==> config.mk <==
export PLATFORM = sky130hd
export DESIGN_NAME = xlat_ctrl
export DESIGN_NICKNAME = d
export VERILOG_FILES = /design/src/rtl/xlat_pkg.sv /design/src/rtl/xlat_mode_dec.sv /design/src/rtl/xlat_edge_det.sv /design/src/rtl/xlat_chan.sv /design/src/rtl/xlat_ctrl.sv
export SDC_FILE = /design/constraint.sdc
export NUM_CORES = 1
export LEC_CHECK = 0
export ABC_AREA = 1
export BUFFER_PORTS_ARGS = -buffer_cell sky130_fd_sc_hd__clkbuf_2
export CELL_PAD_IN_SITES_DETAIL_PLACEMENT = 1
export CELL_PAD_IN_SITES_GLOBAL_PLACEMENT = 2
export CORE_MARGIN = 5
export CORE_UTILIZATION = 19
export CTS_CLUSTER_SIZE = 14
export DETAILED_ROUTE_END_ITERATION = 12
export HOLD_SLACK_MARGIN = 0.03
export PLACE_DENSITY_LB_ADDON = 0.1
export REMOVE_ABC_BUFFERS = 1
export SLEW_MARGIN = 20
export SYNTH_ARGS = -nofsm -noshare
export SYNTH_HDL_FRONTEND = slang
export SYNTH_SLANG_ARGS = --single-unit
==> constraint.sdc <==
create_clock -name clk -period 1.3 [get_ports clk]
set_input_delay 0.26 -clock clk [delete_from_list [all_inputs] [get_ports clk]]
set_output_delay 0.26 -clock clk [all_outputs]
set_load 0.01 [all_outputs]
==> src/rtl/xlat_pkg.sv <==
// Package: shared mode encoding for the translator controller.
// Assumes the mode code is {mode_en_a, mode_en_b}.
package xlat_pkg;

    typedef enum logic [1:0] {
        MODE_OFF      = 2'b00,
        MODE_REG_ONLY = 2'b01,
        MODE_PASS     = 2'b10,
        MODE_LATCH    = 2'b11
    } xlat_mode_t;

endpackage

==> src/rtl/xlat_mode_dec.sv <==
// Module: decodes the two mode inputs and the thermal fault into
// regulator enable, port enable and latch/pass select.
// Assumes all inputs are synchronous to the system clock.
module xlat_mode_dec
    import xlat_pkg::*;
(
    input  logic mode_en_a,
    input  logic mode_en_b,
    input  logic therm_fault,
    output logic reg_en,
    output logic port_en,
    output logic latch_mode
);

    xlat_mode_t mode;

    // Purpose: form the mode code and decode its controls.
    always_comb begin
        mode       = xlat_mode_t'({mode_en_a, mode_en_b});
        reg_en     = (mode != MODE_OFF);
        port_en    = ((mode == MODE_PASS) || (mode == MODE_LATCH)) && !therm_fault;
        latch_mode = (mode == MODE_LATCH);
    end

endmodule

==> src/rtl/xlat_edge_det.sv <==
// Module: samples the latch clock in the system clock domain and flags
// a rising edge when the current level is high and the previous sample low.
// Assumes the latch clock is already synchronous to clk.
module xlat_edge_det (
    input  logic clk,
    input  logic rst_n,
    input  logic latch_clk,
    output logic rise
);

    logic lclk_q;

    // Purpose: hold the previous latch-clock sample.
    always_ff @(posedge clk) begin
        if (!rst_n) lclk_q <= 1'b0;
        else        lclk_q <= latch_clk;
    end

    // Purpose: compare the current level with the previous sample.
    always_comb rise = latch_clk && !lclk_q;

endmodule

==> src/rtl/xlat_chan.sv <==
// Module: one translator channel. Produces the drive enable and value for
// both sides and holds the single latch bit used for B-to-A in latch mode.
// Assumes port_en already folds in the thermal fault.
module xlat_chan (
    input  logic clk,
    input  logic rst_n,
    input  logic port_en,
    input  logic latch_mode,
    input  logic dir,
    input  logic rise,
    input  logic a_in,
    input  logic b_in,
    output logic a_oe,
    output logic a_out,
    output logic b_oe,
    output logic b_out
);

    logic store_q;
    logic capture;

    // Purpose: decide when the latch bit takes the B level.
    always_comb capture = port_en && latch_mode && !dir && rise;

    // Purpose: latch bit, cleared by reset, loaded on a captured edge.
    always_ff @(posedge clk) begin
        if (!rst_n)       store_q <= 1'b0;
        else if (capture) store_q <= b_in;
    end

    // Purpose: drive enables and values for both sides.
    always_comb begin
        a_oe  = port_en && !dir;
        b_oe  = port_en && dir;
        a_out = a_oe ? (latch_mode ? store_q : b_in) : 1'b0;
        b_out = b_oe ? a_in : 1'b0;
    end

    AST_CAPTURE_B: assert property (@(posedge clk) disable iff (!rst_n)
        capture |=> (store_q == $past(b_in)));

    AST_LATCH_HOLD: assert property (@(posedge clk) disable iff (!rst_n)
        !capture |=> $stable(store_q));

    AST_PASS_FOLLOW: assert property (@(posedge clk) disable iff (!rst_n)
        (port_en && !latch_mode && !dir) |-> (a_out == b_in));

endmodule

==> src/rtl/xlat_ctrl.sv <==
// Module: top of the three-channel direction and latch controller.
// Combines the mode decoder, the latch-clock edge detector and one
// channel slice per channel. Assumes all inputs are synchronous to clk.
module xlat_ctrl #(
    parameter int NUM_CH = 3
) (
    input  logic              clk,
    input  logic              rst_n,
    input  logic              mode_en_a,
    input  logic              mode_en_b,
    input  logic [NUM_CH-1:0] dir_i,
    input  logic              latch_clk,
    input  logic              therm_fault,
    input  logic [NUM_CH-1:0] a_in,
    input  logic [NUM_CH-1:0] b_in,
    output logic [NUM_CH-1:0] a_oe,
    output logic [NUM_CH-1:0] a_out,
    output logic [NUM_CH-1:0] b_oe,
    output logic [NUM_CH-1:0] b_out,
    output logic              reg_en
);

    localparam logic [NUM_CH-1:0] NO_DRIVE = '0;

    logic port_en;
    logic latch_mode;
    logic rise;

    xlat_mode_dec u_dec (
        .mode_en_a  (mode_en_a),
        .mode_en_b  (mode_en_b),
        .therm_fault(therm_fault),
        .reg_en     (reg_en),
        .port_en    (port_en),
        .latch_mode (latch_mode)
    );

    xlat_edge_det u_edge (
        .clk      (clk),
        .rst_n    (rst_n),
        .latch_clk(latch_clk),
        .rise     (rise)
    );

    for (genvar c = 0; c < NUM_CH; c++) begin : g_ch
        xlat_chan u_ch (
            .clk       (clk),
            .rst_n     (rst_n),
            .port_en   (port_en),
            .latch_mode(latch_mode),
            .dir       (dir_i[c]),
            .rise      (rise),
            .a_in      (a_in[c]),
            .b_in      (b_in[c]),
            .a_oe      (a_oe[c]),
            .a_out     (a_out[c]),
            .b_oe      (b_oe[c]),
            .b_out     (b_out[c])
        );
    end

    AST_IDLE_HIZ: assert property (@(posedge clk) disable iff (!rst_n)
        !mode_en_a |-> ((a_oe == NO_DRIVE) && (b_oe == NO_DRIVE)));

    AST_FAULT_HIZ: assert property (@(posedge clk) disable iff (!rst_n)
        therm_fault |-> ((a_oe == NO_DRIVE) && (b_oe == NO_DRIVE)));

    AST_ONE_SIDE: assert property (@(posedge clk) disable iff (!rst_n)
        ((a_oe & b_oe) == NO_DRIVE));

    AST_QUIET_VALUES: assert property (@(posedge clk) disable iff (!rst_n)
        (((a_out & ~a_oe) == NO_DRIVE) && ((b_out & ~b_oe) == NO_DRIVE)));

endmodule

Yosys cells after proc, flatten, opt, wreduce, memory -nomap -nowiden
Index checks and enable logic that the tools add are counted.

cells by class
  equality and inequality tests = 2
  reductions and logical operators = 22
  multiplexer cells = 9

operators by type and width
  operator              count
  $logic_and A1 B1 Y1   15
  $mux W1               9
  $logic_not A1 Y1      5
  $eq A2 B2 Y1 const B  2
  $reduce_bool A2 Y1    1
  $logic_or A1 B1 Y1    1

word-level totals
  output and inout bits = 13
  input bits = 15
  word-level logic and storage cells = 37
  register bits after elaboration = 4

Longest topological paths before layout
Gate-level depths: netlist of the first run.

  depth in word-level cells = 6
  gate-level depth with buffers = 6
  gate-level depth less buffers = 6

Cells and area by module
Synthesis of the first run repeated with hierarchy kept, for this count alone.

second synthesis, totals
  cells, all modules = 62
  area, all modules = 351.6 um^2

modules (own cells, without submodules)
  module         instances  sequential area each (um^2)  cells each  area an instance (um^2)
  xlat_chan      3          20.0                         17          96.3
  xlat_edge_det  1          20.0                         5           37.5
  xlat_mode_dec  1          0.0                          6           25.0

Worst setup path after synthesis of the first run
Ideal clock, no wire load.

  path kind = input to output
  start point = input therm_fault
  end point = output b_out[0]
  cell stages on the path = 4
  setup slack = 0.266 ns
  path buffers = 1
  arrival = 0.774 ns
  required time = 1.040 ns
  cell sequence = inv_1 > nand2_1 > nor3b_1 > buf_4

on the way
  longest elaborated chain between the ends = 4

RTL lines
  what                 line                 source
  start, declared      xlat_ctrl.sv:13      input logic therm_fault,
  $logic_not A1 Y1     xlat_mode_dec.sv:21  port_en = ((mode == MODE_PASS) || (mode == MODE_LATCH)) && !therm_fault;
  $logic_and A1 B1 Y1  xlat_mode_dec.sv:21
  $logic_and A1 B1 Y1  xlat_chan.sv:34      b_oe = port_en && dir;
  $mux W1              xlat_chan.sv:36      b_out = b_oe ? a_in : 1'b0;
  end, declared        xlat_ctrl.sv:19      output logic [NUM_CH-1:0] b_out,

No other way between the ends.

Worst setup path in the final report of the first run
  start point = input mode_en_a
  end point = output a_out[1]

on the way
  longest elaborated chain between the ends = 5
  elaborated cells on any way between the ends = 7
  classes of those cells = 2 x eq/ne; 2 x mux; 3 x reduce/logical

RTL lines
  what                             line                                      source
  start, declared                  xlat_ctrl.sv:9                            input logic mode_en_a,
  $eq A2 B2 Y1 (on tied branches)  xlat_mode_dec.sv:21, xlat_mode_dec.sv:22
  $logic_or A1 B1 Y1               xlat_mode_dec.sv:21
  $logic_and A1 B1 Y1              xlat_mode_dec.sv:21
  $logic_and A1 B1 Y1              xlat_chan.sv:33                           a_oe = port_en && !dir;
  $mux W1 *                        xlat_chan.sv:35                           a_out = a_oe ? (latch_mode ? store_q : b_in) : 1'b0;
  end, declared                    xlat_ctrl.sv:17                           output logic [NUM_CH-1:0] a_out,

Mark *: on every way between the ends. The rest lies on a longest branch, timed or not.

==> summary.md, run 1 <==
| Metric | Value |
|---|---|
| Outcome | finished clean |
| Via count of the first global-routing pass | 480 |
| Number of vias in the routed layout | approximately 430 |
| # diodes | 0 |
| Clock slew at the register clock pins of the worst setup and hold paths | roughly 40 ps |
| Source-to-sink clock delay at the later pin of the worst-skew pair | between 200 and 250 ps |
| Final nets | 100 |
| Clock net sink count | 4 |
| Most heavily used metal layer in global routing | met2 |
| CTS tree | built |
| Sequential-to-total area share from yosys stat | 0.2013 |
| Data arrival time of the critical path | about 950 ps |
| Die boundary height | approximately 56 um |
| Pin count of the biggest net entering global routing | 8 |
| Post-synthesis share of cell area spent on full adders, half adders and majority gates | 0 |
| # H-tree levels | 1 |
| Tcrit/Tclk final | 0.9343 |
| Post-route minimum period | about 1200 ps |
| Row Count | 16 |
| Die width | between 50 and 60 um |
| Remaining global-route overflow | 0 |
| Synth warnings | 0 |
| Slew @ Worst Pin | roughly 170 ps |
| Wirelength, routed | 1.117 mm |
| Basic-gate share of the synthesized area counting and, or, nand and nor cells | 0.3459 |
| Synth async-reset ratio | 0 |
| Ranking of synthesized cells by instance count | sky130_fd_sc_hd__buf_4 (12), sky130_fd_sc_hd__inv_1 (12), sky130_fd_sc_hd__nor2_1 (9) |
| Worst vdd ir | 373.5 uV |
| Share of cells above drive strength 1 | 0.5301 |
| Detailed router's first-iteration violation count | 8 |
| Post-DP HPWL | about 1.0 mm |
| Final weighted congestion in routability-driven placement | approximately 0.70 |
| Cells after Synth | 64 |
| # Post-CTS Setup Buffers | 0 |
| Post-synthesis mux area share | 0 |
| Final Max Slew Viols | 0 |
| Wire length of the first global-routing pass | 2.028 mm |
| Number of failing setup endpoints in the final timing report | 0 |
| Final Hold Violating Endpoints | 0 |
| Number of enable-type register cells in the synthesized netlist | 0 |
| GR Layer Usage met3 | 0.01392 |
| Top_reg_cell synth | sky130_fd_sc_hd__dfxtp_1 |
| Clock skew after layout | 0.4781 ps |
| Post-synthesis cell type with the largest combined area | sky130_fd_sc_hd__buf_4 |
| Worst hold path type | in2reg |
| Cts bufs inserted | 3 |
| Post-synthesis share of cell area spent on xor and xnor gates | 0 |
| Worst-case clock buffer depth | 2 |
| Synth Cell Area | between 300 and 400 sq um |
| Required time of the critical path | 1040 ps |
| Synthesis-to-layout area growth | 31.76% |
| Post-layout util | 0.2645 |
| Number of antenna violations at the first check in global routing | 0 |
| Library cell used as clock root buffer | sky130_fd_sc_hd__clkbuf_4 |
| DRC violations left | 0 |
| Post-route antenna net violation count | 0 |
| Combined flip-flop and latch cell area | ~80 sq um |
| Combinational family with the most area after synthesis | simple AND/OR/NAND/NOR gates |
| Headroom to the max-slew limit | 0.8888 |
| Max-cap viol count | 0 |
| Minimum setup slack in the final design | 85.39 ps |
| Setup WS pre-CTS | approximately 46 ps |
| Area fraction of the dominant cell type after synthesis | 0.2264 |
| Count of state elements after synthesis | 4 |
| I/O pin count | 28 |
| Critical path endpoint category | primary output |
| Buffers on Ports | 27 |
| Power per standard cell area | 733.7 mW/mm^2 |
| Initial core utilization | 0.2008 |
| Met1 track demand over resource in global routing | 0.08482 |
| FF-to-FF setup slack | 460 ps |
| Setup repair after global routing missed its margin | true |
| Unique cell type count in the Yosys netlist | 12 |
| Router iterations before antenna repair | 3 |
| Standard cell core area | about 0.0020 sq mm |
| Maximum clock rate | about 800 MHz |
| Met2 global-route usage | 0.1402 |
| Crit Path Class | in2out |
| Die footprint | a little over 0.003 sq mm |
| Maximum fanout along the worst path | 6 |
| Via-per-instance ratio | about 3.9 |
| Mean area per synthesized cell | a little over 6 sq um |
| Total routing usage reported by global routing | 0.08055 |
| Fillers | about 270 |
| Footprint of the multi-input gates | around 200 sq um |
| Complex-gate fraction of the synthesized area | 0.1132 |
| Most area-consuming cells after synthesis | sky130_fd_sc_hd__buf_4 (23%), sky130_fd_sc_hd__dfxtp_1 (20%), sky130_fd_sc_hd__inv_1 (11%) |
| Startpoint kind of the worst setup timing path | input pin |
| Static leakage | 0.3048 nW |
| Average wire per cell in the routed design | ~10 um |
-- what timing repair did --
action                     CTS  global route
gates resized for setup      0            14
setup endpoints to repair    0             6
hold buffers                 0             0
-- power by group --
part	total [mW]	internal, mW	switching, mW
combinational	0.103	0.0435	0.0596
sequential	0.128	0.127	0.00106
clock	0.154	0.103	0.0505
total	0.385	0.273	0.111
-- layout make-up --
type                    instances  share of cell area
flip-flops and latches          4              0.1527
well taps                      27             0.06444
inverters                      12             0.08592
repair buffers                 28              0.2721
multi-input cells              36              0.3819
clock buffers                   3             0.04296
-- cells by family (layout without fill, tap and decap cells) --
kind of cell,after synthesis,in the layout
simple gates,27,27
buf+inv,24,43
compound gates,9,9
flops,4,4
-- metal layers --
| layer | up-vias | routed length (um) |
|---|---|---|
| met2 | 16 | 541 |
| met1 | 183 | 478 |
| met3 | 2 | 86 |
| li1 | 225 | - |
| met4 | 0 | 10 |
| met5 | - | 0 |
-- sequential cells by signal (all words and copies together), names as in the netlist --
signal and cells:
u_edge.lclk_q 1, g_ch.u_ch.store_q 3
-- stage by stage --
stage	TNS [ps]	instances	total power [mW]	cell area, sq um	hold slack [ps]
after detailed placement	0	107	0.2300	484.2	472.4
after global placement	0	107	0.2287	484.2	456.4
final	0	110	0.3846	524.3	229.9
after floorplan	0	52	0.1763	307.8	353.5
after global routing	-11.38	110	0.4186	524.3	243.9
after CTS	0	110	0.3975	506.7	221.2
-- worst paths after layout --
check	to	start	cells past startpoint
max reg2reg	g_ch[2].u_ch.store_q	u_edge.lclk_q	6
min	u_edge.lclk_q	latch_clk	3
min reg2reg	g_ch[1].u_ch.store_q	g_ch[1].u_ch.store_q	2
max	a_out[1]	mode_en_a	6
-- cell usage in the layout (no fill, tap or decap) --
| cell type | instances |
|---|---|
| sky130_fd_sc_hd__nor2_4 | 1 |
| sky130_fd_sc_hd__nand2_1 | 5 |
| sky130_fd_sc_hd__o21ai_0 | 3 |
| sky130_fd_sc_hd__clkbuf_4 | 3 |
| sky130_fd_sc_hd__inv_2 | 6 |
| sky130_fd_sc_hd__nor3b_2 | 1 |
| sky130_fd_sc_hd__dfxtp_1 | 4 |
| sky130_fd_sc_hd__nor3b_1 | 2 |
| sky130_fd_sc_hd__nand2_2 | 1 |
| sky130_fd_sc_hd__or2_2 | 1 |
| sky130_fd_sc_hd__buf_2 | 4 |
| sky130_fd_sc_hd__buf_4 | 1 |
| sky130_fd_sc_hd__clkbuf_2 | 23 |
| sky130_fd_sc_hd__nor2_1 | 9 |
| sky130_fd_sc_hd__nand3_2 | 2 |
| sky130_fd_sc_hd__inv_1 | 6 |
| sky130_fd_sc_hd__nand2_4 | 1 |
| sky130_fd_sc_hd__a21oi_1 | 6 |
| sky130_fd_sc_hd__nand3_1 | 4 |
-- worst max-delay path, cell delays in order --
cell	delay (ps)
sky130_fd_sc_hd__buf_2	180
sky130_fd_sc_hd__nand3_1	100
sky130_fd_sc_hd__inv_1	80
sky130_fd_sc_hd__o21ai_0	80
sky130_fd_sc_hd__a21oi_1	120
sky130_fd_sc_hd__buf_2	150
Power figures use the tool's default switching activity.
==> run 2: changes to the inputs <==
--- a/config.mk
+++ b/config.mk
@@ -5,12 +5,11 @@
 export SDC_FILE = /design/constraint.sdc
 export NUM_CORES = 1
 export LEC_CHECK = 0
-export ABC_AREA = 1
 export BUFFER_PORTS_ARGS = -buffer_cell sky130_fd_sc_hd__clkbuf_2
 export CELL_PAD_IN_SITES_DETAIL_PLACEMENT = 1
 export CELL_PAD_IN_SITES_GLOBAL_PLACEMENT = 2
 export CORE_MARGIN = 5
-export CORE_UTILIZATION = 19
+export CORE_UTILIZATION = 23
 export CTS_CLUSTER_SIZE = 14
 export DETAILED_ROUTE_END_ITERATION = 12
 export HOLD_SLACK_MARGIN = 0.03
==> summary.md, run 2 <==
| Metric | Value |
|---|---|
| Die boundary height | 53.76 um (-3.6%) |
| Post-route antenna net violation count | 0 (unchanged) |
| Post-CTS Hold Fix Bufs | 0 (unchanged) |
| Worst hold path type | in2reg |
| Biggest regs | g_ch.u_ch.store_q: 3 flops, u_edge.lclk_q: 1 flops |
| CTS tree | built |
| Synth async-reset ratio | 0 (unchanged) |
| Number of flip-flops in the largest register | 3 (unchanged) |
| Post-layout util | 0.2912 (+0.02671) |
| Power per standard cell area | 736.2 mW/mm^2 (+0.34%) |
| # Post-CTS Setup Buffers | 0 (unchanged) |
| Worst r2r path cells | 3 (-3) |
| Required time of the critical path | 1040 ps (about the same) |
| Cell with the most instances after synthesis | sky130_fd_sc_hd__buf_4 |
| Startpoint kind of the worst setup timing path | flop |
| Number of enable-type register cells in the synthesized netlist | 0 (unchanged) |
| Library cell used as clock root buffer | sky130_fd_sc_hd__clkbuf_4 |
| Initial core utilization | 0.2470 (+0.04626) |
| Wirelength, routed | 1.101 mm (-1.4%) |
| Wire length of the first global-routing pass | 1.704 mm (-16%) |
| Final weighted congestion in routability-driven placement | 0.6254 (-10%) |
| Clock net sink count | 4 (unchanged) |
| Most area-consuming cells after synthesis | sky130_fd_sc_hd__buf_4 (20%), sky130_fd_sc_hd__dfxtp_1 (18%), sky130_fd_sc_hd__o41ai_2 (11%) |
| Top register by number of flip-flops | g_ch.u_ch.store_q |
| Post-synthesis cell type with the largest combined area | sky130_fd_sc_hd__buf_4 |
| Via count of the first global-routing pass | 389 (-19%) |
| Top_reg_cell synth | sky130_fd_sc_hd__dfxtp_1 |
| Number of failing setup endpoints in the final timing report | 0 (unchanged) |
| Tcrit/Tclk final | 0.9244 (-0.009890) |
| Slew @ Worst Pin | 284.2 ps (+117.8 ps) |
| Minimum setup slack in the final design | 98.25 ps (+12.86 ps) |
| Synth Cell Area | 440.4 sq um (+11%) |
| Sum of internal, switching and leakage power | 0.3823 mW (-0.62%) |
| Cell-by-cell listing of the critical path | mux2i_1 -> nor3_1 -> clkbuf_2 |
| Mean area per synthesized cell | 9.371 sq um (+51%) |
| Number of stages on the worst hold path | 3 (unchanged) |
| Data arrival time of the critical path | 940 ps (about the same) |
| Outcome | finished clean |
| Cell with the biggest individual delay on the critical path | sky130_fd_sc_hd__dfxtp_1 |
| Synthesis-to-layout area growth | 17.90% |
| Static leakage | 0.2772 nW (-9.1%) |
| Footprint of the multi-input gates | 250.2 sq um (+25%) |
| Leading cell type in the layout, fill and taps excluded | sky130_fd_sc_hd__clkbuf_2 |
| Setup WS pre-CTS | 34.48 ps (-11.27 ps) |
| Average wire per cell in the routed design | 12.51 um (+23%) |
| Launch point of the worst reg-to-reg path | u_edge.lclk_q |
| Area fraction of the dominant cell type after synthesis | 0.2045 (-0.02187) |
| Critical path endpoint category | primary output |
| Crit Path Class | reg2out |
| Die width | 53.76 um (-3.6%) |
| Max-cap viol count | 0 (unchanged) |
| Synth warnings | 0 (unchanged) |
| CP max stage delay | 340 ps (+160 ps) |
| Combined flip-flop and latch cell area | 80.08 sq um (unchanged) |
| Via-per-instance ratio | 4.398 (+14%) |
| I/O pin count | 28 (unchanged) |
| Number of antenna violations at the first check in global routing | 0 (unchanged) |
| Unique cell type count in the Yosys netlist | 16 (+4) |
| Fillers | 234 (-13%) |
| Router iterations before antenna repair | 3 (unchanged) |
| Post-route minimum period | 1202 ps (-12.86 ps) |
| Sequential-to-total area share from yosys stat | 0.1818 (-0.01944) |
| # diodes | 0 (unchanged) |
| Maximum fanout along the worst path | 2 (-4) |
| # H-tree levels | 1 (unchanged) |
| Number of vias in the routed layout | 387 (-9.2%) |
| Maximum clock rate | 832.1 MHz (+1.1%) |
| Commonest cells after routing, fill and taps aside | sky130_fd_sc_hd__clkbuf_2 (27), sky130_fd_sc_hd__and2_1 (4), sky130_fd_sc_hd__dfxtp_1 (4) |
| Clock slew at the register clock pins of the worst setup and hold paths | 40 ps (about the same) |
| Buffers on Ports | 27 (unchanged) |
| Total routing usage reported by global routing | 0.08486 (+0.004309) |
| FF-to-FF setup slack | 270 ps (-190 ps) |
| Worst path buffer plus inverter count | 1 (-2) |
| Count of state elements after synthesis | 4 (unchanged) |
| Clock skew after layout | 1.925 ps (+1.447 ps) |
| Final Hold Violating Endpoints | 0 (unchanged) |
| Dominant delay contributor by cell family on the critical path | flip-flops |
| Detailed router's first-iteration violation count | 2 (-6) |
| Final setup TNS | 0 ps (unchanged) |
| Die footprint | 0.002890 sq mm (-7.0%) |
| Endpoint of the worst hold path | g_ch[1].u_ch.store_q |
| DRC violations left | 0 (unchanged) |
| Worst vdd ir | 625.8 uV (+68%) |
| Cts bufs inserted | 3 (unchanged) |
| Row Count | 15 (-1) |
| Reg-to-reg endpoint | g_ch[1].u_ch.store_q |
| Hold path start | b_in[1] |
| Ranking of synthesized cells by instance count | sky130_fd_sc_hd__buf_4 (12), sky130_fd_sc_hd__and2_1 (4), sky130_fd_sc_hd__dfxtp_1 (4) |
| Cells after Synth | 47 (-27%) |
| Standard cell core area | 0.001783 sq mm (-10%) |
| Headroom to the max-slew limit | 0.8075 (-0.08128) |
| Source-to-sink clock delay at the later pin of the worst-skew pair | 240 ps (about the same) |
| Pin count of the biggest net entering global routing | 13 (+5) |
| Final nets | 80 (-20%) |
| Share of cells above drive strength 1 | 0.6190 (+0.08893) |
| Setup repair after global routing missed its margin | false |
| Worst-case clock buffer depth | 2 (unchanged) |
| Remaining global-route overflow | 0 (unchanged) |
| Final Max Slew Viols | 0 (unchanged) |
-- run 2: final cells by class --
| class | count | share of cell area |
|---|---|---|
| clock buffer | 3 | 0.04337 |
| multi-input combinational | 29 | 0.4819 |
| sequential | 4 | 0.1542 |
| tap | 25 | 0.06024 |
| timing repair buffer | 27 | 0.2602 |
-- run 2: per-stage QoR --
stage	hold WS [ps]	area, sq um	instances
floorplan	358.5	327.8	33
global placement	489.9	494.2	85
detailed placement	488.4	494.2	85
CTS	271.4	516.7	88
global route	272.3	519.2	88
finish	275.7	519.2	88
-- run 2: tightest hold or removal path, stage by stage --
cell	delay (ps)
sky130_fd_sc_hd__clkbuf_2	90
sky130_fd_sc_hd__nand2_1	60
sky130_fd_sc_hd__o41ai_2	50
-- run 2: cells by family after synthesis --
kind of cell / Yosys count / synth area share
AND/OR/NAND/NOR: 20 / 0.2898
buffers and inverters: 14 / 0.2557
multiplexers: 3 / 0.06818
AO/OA/AOI/OAI: 6 / 0.2046
flip-flops: 4 / 0.1818
-- run 2: what timing repair did --
item | in CTS | in global routing
endpoints found under the setup margin | 0 | 6
resized for setup | 0 | 1
hold endpoints to repair | 0 | 0
-- run 2: power by group --
group | internal, mW | leakage [nW] | switching (mW) | total [mW]
Clock | 0.104 | 0.0138 | 0.0544 | 0.158
Sequential | 0.126 | 0.0325 | 0.00107 | 0.127
Combinational | 0.0420 | 0.231 | 0.0553 | 0.0973
Total | 0.271 | 0.277 | 0.111 | 0.382
-- run 2: worst max-delay path by stage --
stage,to,slack (ps),from,cells past startpoint
6_report,a_out[0],100,g_ch[0].u_ch.store_q,3
5_1_grt,a_out[1],3,g_ch[1].u_ch.store_q,3
4_1_cts,b_out[0],30,mode_en_a,4
3_5_place_dp,b_out[0],30,mode_en_a,4
3_3_place_gp,b_out[2],50,mode_en_a,4
2_1_floorplan,a_out[0],290,therm_fault,2
-- run 2: metal layers --
metal  GRT usage  wire [um]
met1     0.09106        460
met5           0          0
met4     0.01277          0
met2      0.1391        551
met3     0.05817         89
==> run 3: changes to the inputs <==
--- a/config.mk
+++ b/config.mk
@@ -12,8 +12,9 @@
 export CORE_UTILIZATION = 23
 export CTS_CLUSTER_SIZE = 14
 export DETAILED_ROUTE_END_ITERATION = 12
+export GPL_TIMING_DRIVEN = 0
 export HOLD_SLACK_MARGIN = 0.03
-export PLACE_DENSITY_LB_ADDON = 0.1
+export PLACE_DENSITY = 0.8
 export REMOVE_ABC_BUFFERS = 1
 export SLEW_MARGIN = 20
 export SYNTH_ARGS = -nofsm -noshare
==> summary.md, run 3 (synthesis gave the netlist of run 2 again) <==
| Metric | Value |
|---|---|
| Biggest regs | g_ch.u_ch.store_q: 3 flops, u_edge.lclk_q: 1 flops |
| Internal power | 0.2718 mW (+0.12%) |
| Cell-by-cell listing of the critical path | mux2i_1 -> nor3_1 -> buf_2 |
| I/O pin count | 28 (unchanged) |
| Startpoint kind of the worst setup timing path | flop |
| Non-filler cells, final | 89 (+1.1%) |
| Synthesis-to-layout area growth | 21.31% |
| Clock slew at the register clock pins of the worst setup and hold paths | 40 ps (about the same) |
| Maximum clock rate | 811.8 MHz (-2.4%) |
| Slew @ Worst Pin | 309.8 ps (+25.60 ps) |
| Total routing usage reported by global routing | 0.07908 (-0.005779) |
| Final Max Slew Viols | 0 (unchanged) |
| Number of failing setup endpoints in the final timing report | 0 (unchanged) |
| Worst r2r path cells | 3 (unchanged) |
| Required time of the critical path | 1040 ps (about the same) |
| Sequential share of power | 0.337 (+0.005) |
| Post-route minimum period | 1232 ps (+30.05 ps) |
| Clock skew after layout | 1.939 ps (+0.01424 ps) |
| FF-to-FF setup slack | 260 ps (about the same) |
| Critical path endpoint category | primary output |
| Share of cells above drive strength 1 | 0.6719 (+0.05283) |
| Cts bufs inserted | 3 (unchanged) |
| Number of vias in the routed layout | 385 (-0.52%) |
| Router iterations before antenna repair | 4 (+1) |
| Crit Path Class | reg2out |
| Leading cell type in the layout, fill and taps excluded | sky130_fd_sc_hd__clkbuf_2 |
| Endpoint of the worst hold path | g_ch[1].u_ch.store_q |
| Headroom to the max-slew limit | 0.7902 (-0.01733) |
| Reg-to-reg endpoint | g_ch[1].u_ch.store_q |
| Final setup TNS | 0 ps (unchanged) |
| Hold path start | b_in[1] |
| Max-cap viol count | 0 (unchanged) |
| Fraction of power consumed by the clock network | 0.402 (-0.011) |
| Wirelength, routed | 1.040 mm (-5.5%) |
| Wire length of the first global-routing pass | 1.642 mm (-3.6%) |
| Pin count of the biggest net entering global routing | 13 (unchanged) |
| Library cell used as clock root buffer | sky130_fd_sc_hd__clkbuf_4 |
| Launch point of the worst reg-to-reg path | u_edge.lclk_q |
| Number of stages on the worst hold path | 3 (unchanged) |
| DRC violations left | 0 (unchanged) |
| Post-CTS Hold Fix Bufs | 0 (unchanged) |
| Buffers on Ports | 27 (unchanged) |
| Worst hold path type | in2reg |
| Dominant delay contributor by cell family on the critical path | flip-flops |
| Die boundary height | 53.76 um (unchanged) |
| Cell with the biggest individual delay on the critical path | sky130_fd_sc_hd__dfxtp_2 |
| Switching Share | 0.2784 (-0.01142) |
| Switch Pwr | 0.1049 mW (-5.3%) |
| Die width | 53.76 um (unchanged) |
| Final weighted congestion in routability-driven placement | 0.6150 (-1.7%) |
| Die footprint | 0.002890 sq mm (unchanged) |
| Row Count | 15 (unchanged) |
| Number of cells on the critical path | 3 (unchanged) |
| Final nets | 81 (+1.3%) |
| Initial core utilization | 0.2470 (unchanged) |
| # H-tree levels | 1 (unchanged) |
| Final Hold Violating Endpoints | 0 (unchanged) |
| First element of the critical path | g_ch[2].u_ch.store_q |
| Gate power share | 0.260 (+0.006) |
| Power per standard cell area | 705.0 mW/mm^2 (-4.2%) |
| CP max stage delay | 320 ps (-20 ps) |
| Detailed router's first-iteration violation count | 3 (+1) |
| Clock net sink count | 4 (unchanged) |
| Worst-case clock buffer depth | 2 (unchanged) |
| Tcrit/Tclk final | 0.9475 (+0.02312) |
| Via count of the first global-routing pass | 375 (-3.6%) |
| CTS tree | built |
| Maximum fanout along the worst path | 2 (unchanged) |
| Post-DP HPWL | 873.4 um |
| # diodes | 0 (unchanged) |
| Instance count after placement with tap cells included | 85 (unchanged) |
| Commonest cells after routing, fill and taps aside | sky130_fd_sc_hd__clkbuf_2 (25), sky130_fd_sc_hd__and2_1 (4) |
| Remaining global-route overflow | 0 (unchanged) |
| Number of antenna violations at the first check in global routing | 0 (unchanged) |
| Via-per-instance ratio | 4.326 (-1.6%) |
| Source-to-sink clock delay at the later pin of the worst-skew pair | 230 ps (about the same) |
| Fillers | 226 (-3.4%) |
| Standard cell core area | 0.001783 sq mm (unchanged) |
| Worst vdd ir | 312.2 uV (-50%) |
| Data arrival time of the critical path | 970 ps (+30 ps) |
| Average wire per cell in the routed design | 11.69 um (-6.6%) |
| Top register by number of flip-flops | g_ch.u_ch.store_q |
| Number of flip-flops in the largest register | 3 (unchanged) |
| Static leakage | 0.2857 nW (+3.1%) |
| Outcome | finished clean |
| Worst path buffer plus inverter count | 1 (unchanged) |
| Post-route antenna net violation count | 0 (unchanged) |
## run 3: repair_timing
item                                    in CTS  in global routing
endpoints found under the setup margin       0                  8
resized for setup                            0                  6
buffers inserted                             0                  1
## run 3: cell type report
class	count	area (sq um)	share of cell area
flip-flops and latches	4	82.58	0.1546
clock buffers	3	22.52	0.04215
multi-input cells	29	255.2	0.4778
well taps	25	31.28	0.05855
repair buffers	28	142.6	0.2670
## run 3: worst min-delay path: cells and delay by family
| kind | cells | cell delay (ps) |
|---|---|---|
| compound gates | 1 | 50 |
| buf+inv | 1 | 90 |
| simple gates | 1 | 60 |
## run 3: power by group through the flow
stage,Clock [mW],Combinational [mW],Sequential [mW]
floorplan,0,0.0420,0.129
global placement,0,0.0955,0.129
detailed placement,0,0.0982,0.129
CTS,0.162,0.0984,0.127
global route,0.177,0.109,0.127
finish,0.152,0.0981,0.127
## run 3: worst max path at each step
stage,end
floorplan,a_out[0]
global placement,b_out[0]
detailed placement,b_out[0]
CTS,a_out[2]
global route,a_out[2]
finish,a_out[2]
## run 3: routing by layer
metal,global-route usage,routed length [um],up-vias
met3,0.03047,107,0
met5,0,0,-
li1,-,-,192
met2,0.1290,509,17
met1,0.08926,423,176
met4,0.03830,0,0
## run 3: metrics by stage
step / instance area (sq um) / utilization / total power, mW / hold WS [ps] / setup WS [ps]
detailed placement: 494.2 / 0.2772 / 0.2271 / 491.3 / 50.15
floorplan: 327.8 / - / 0.1707 / 358.5 / 285.3
global route: 534.3 / 0.2996 / 0.4126 / 281.8 / -0.8185
CTS: 516.7 / 0.2898 / 0.3876 / 276.9 / 38.86
global placement: 494.2 / 0.2772 / 0.2243 / 469.9 / 58.85
finish: 534.3 / 0.2996 / 0.3767 / 278.6 / 68.19
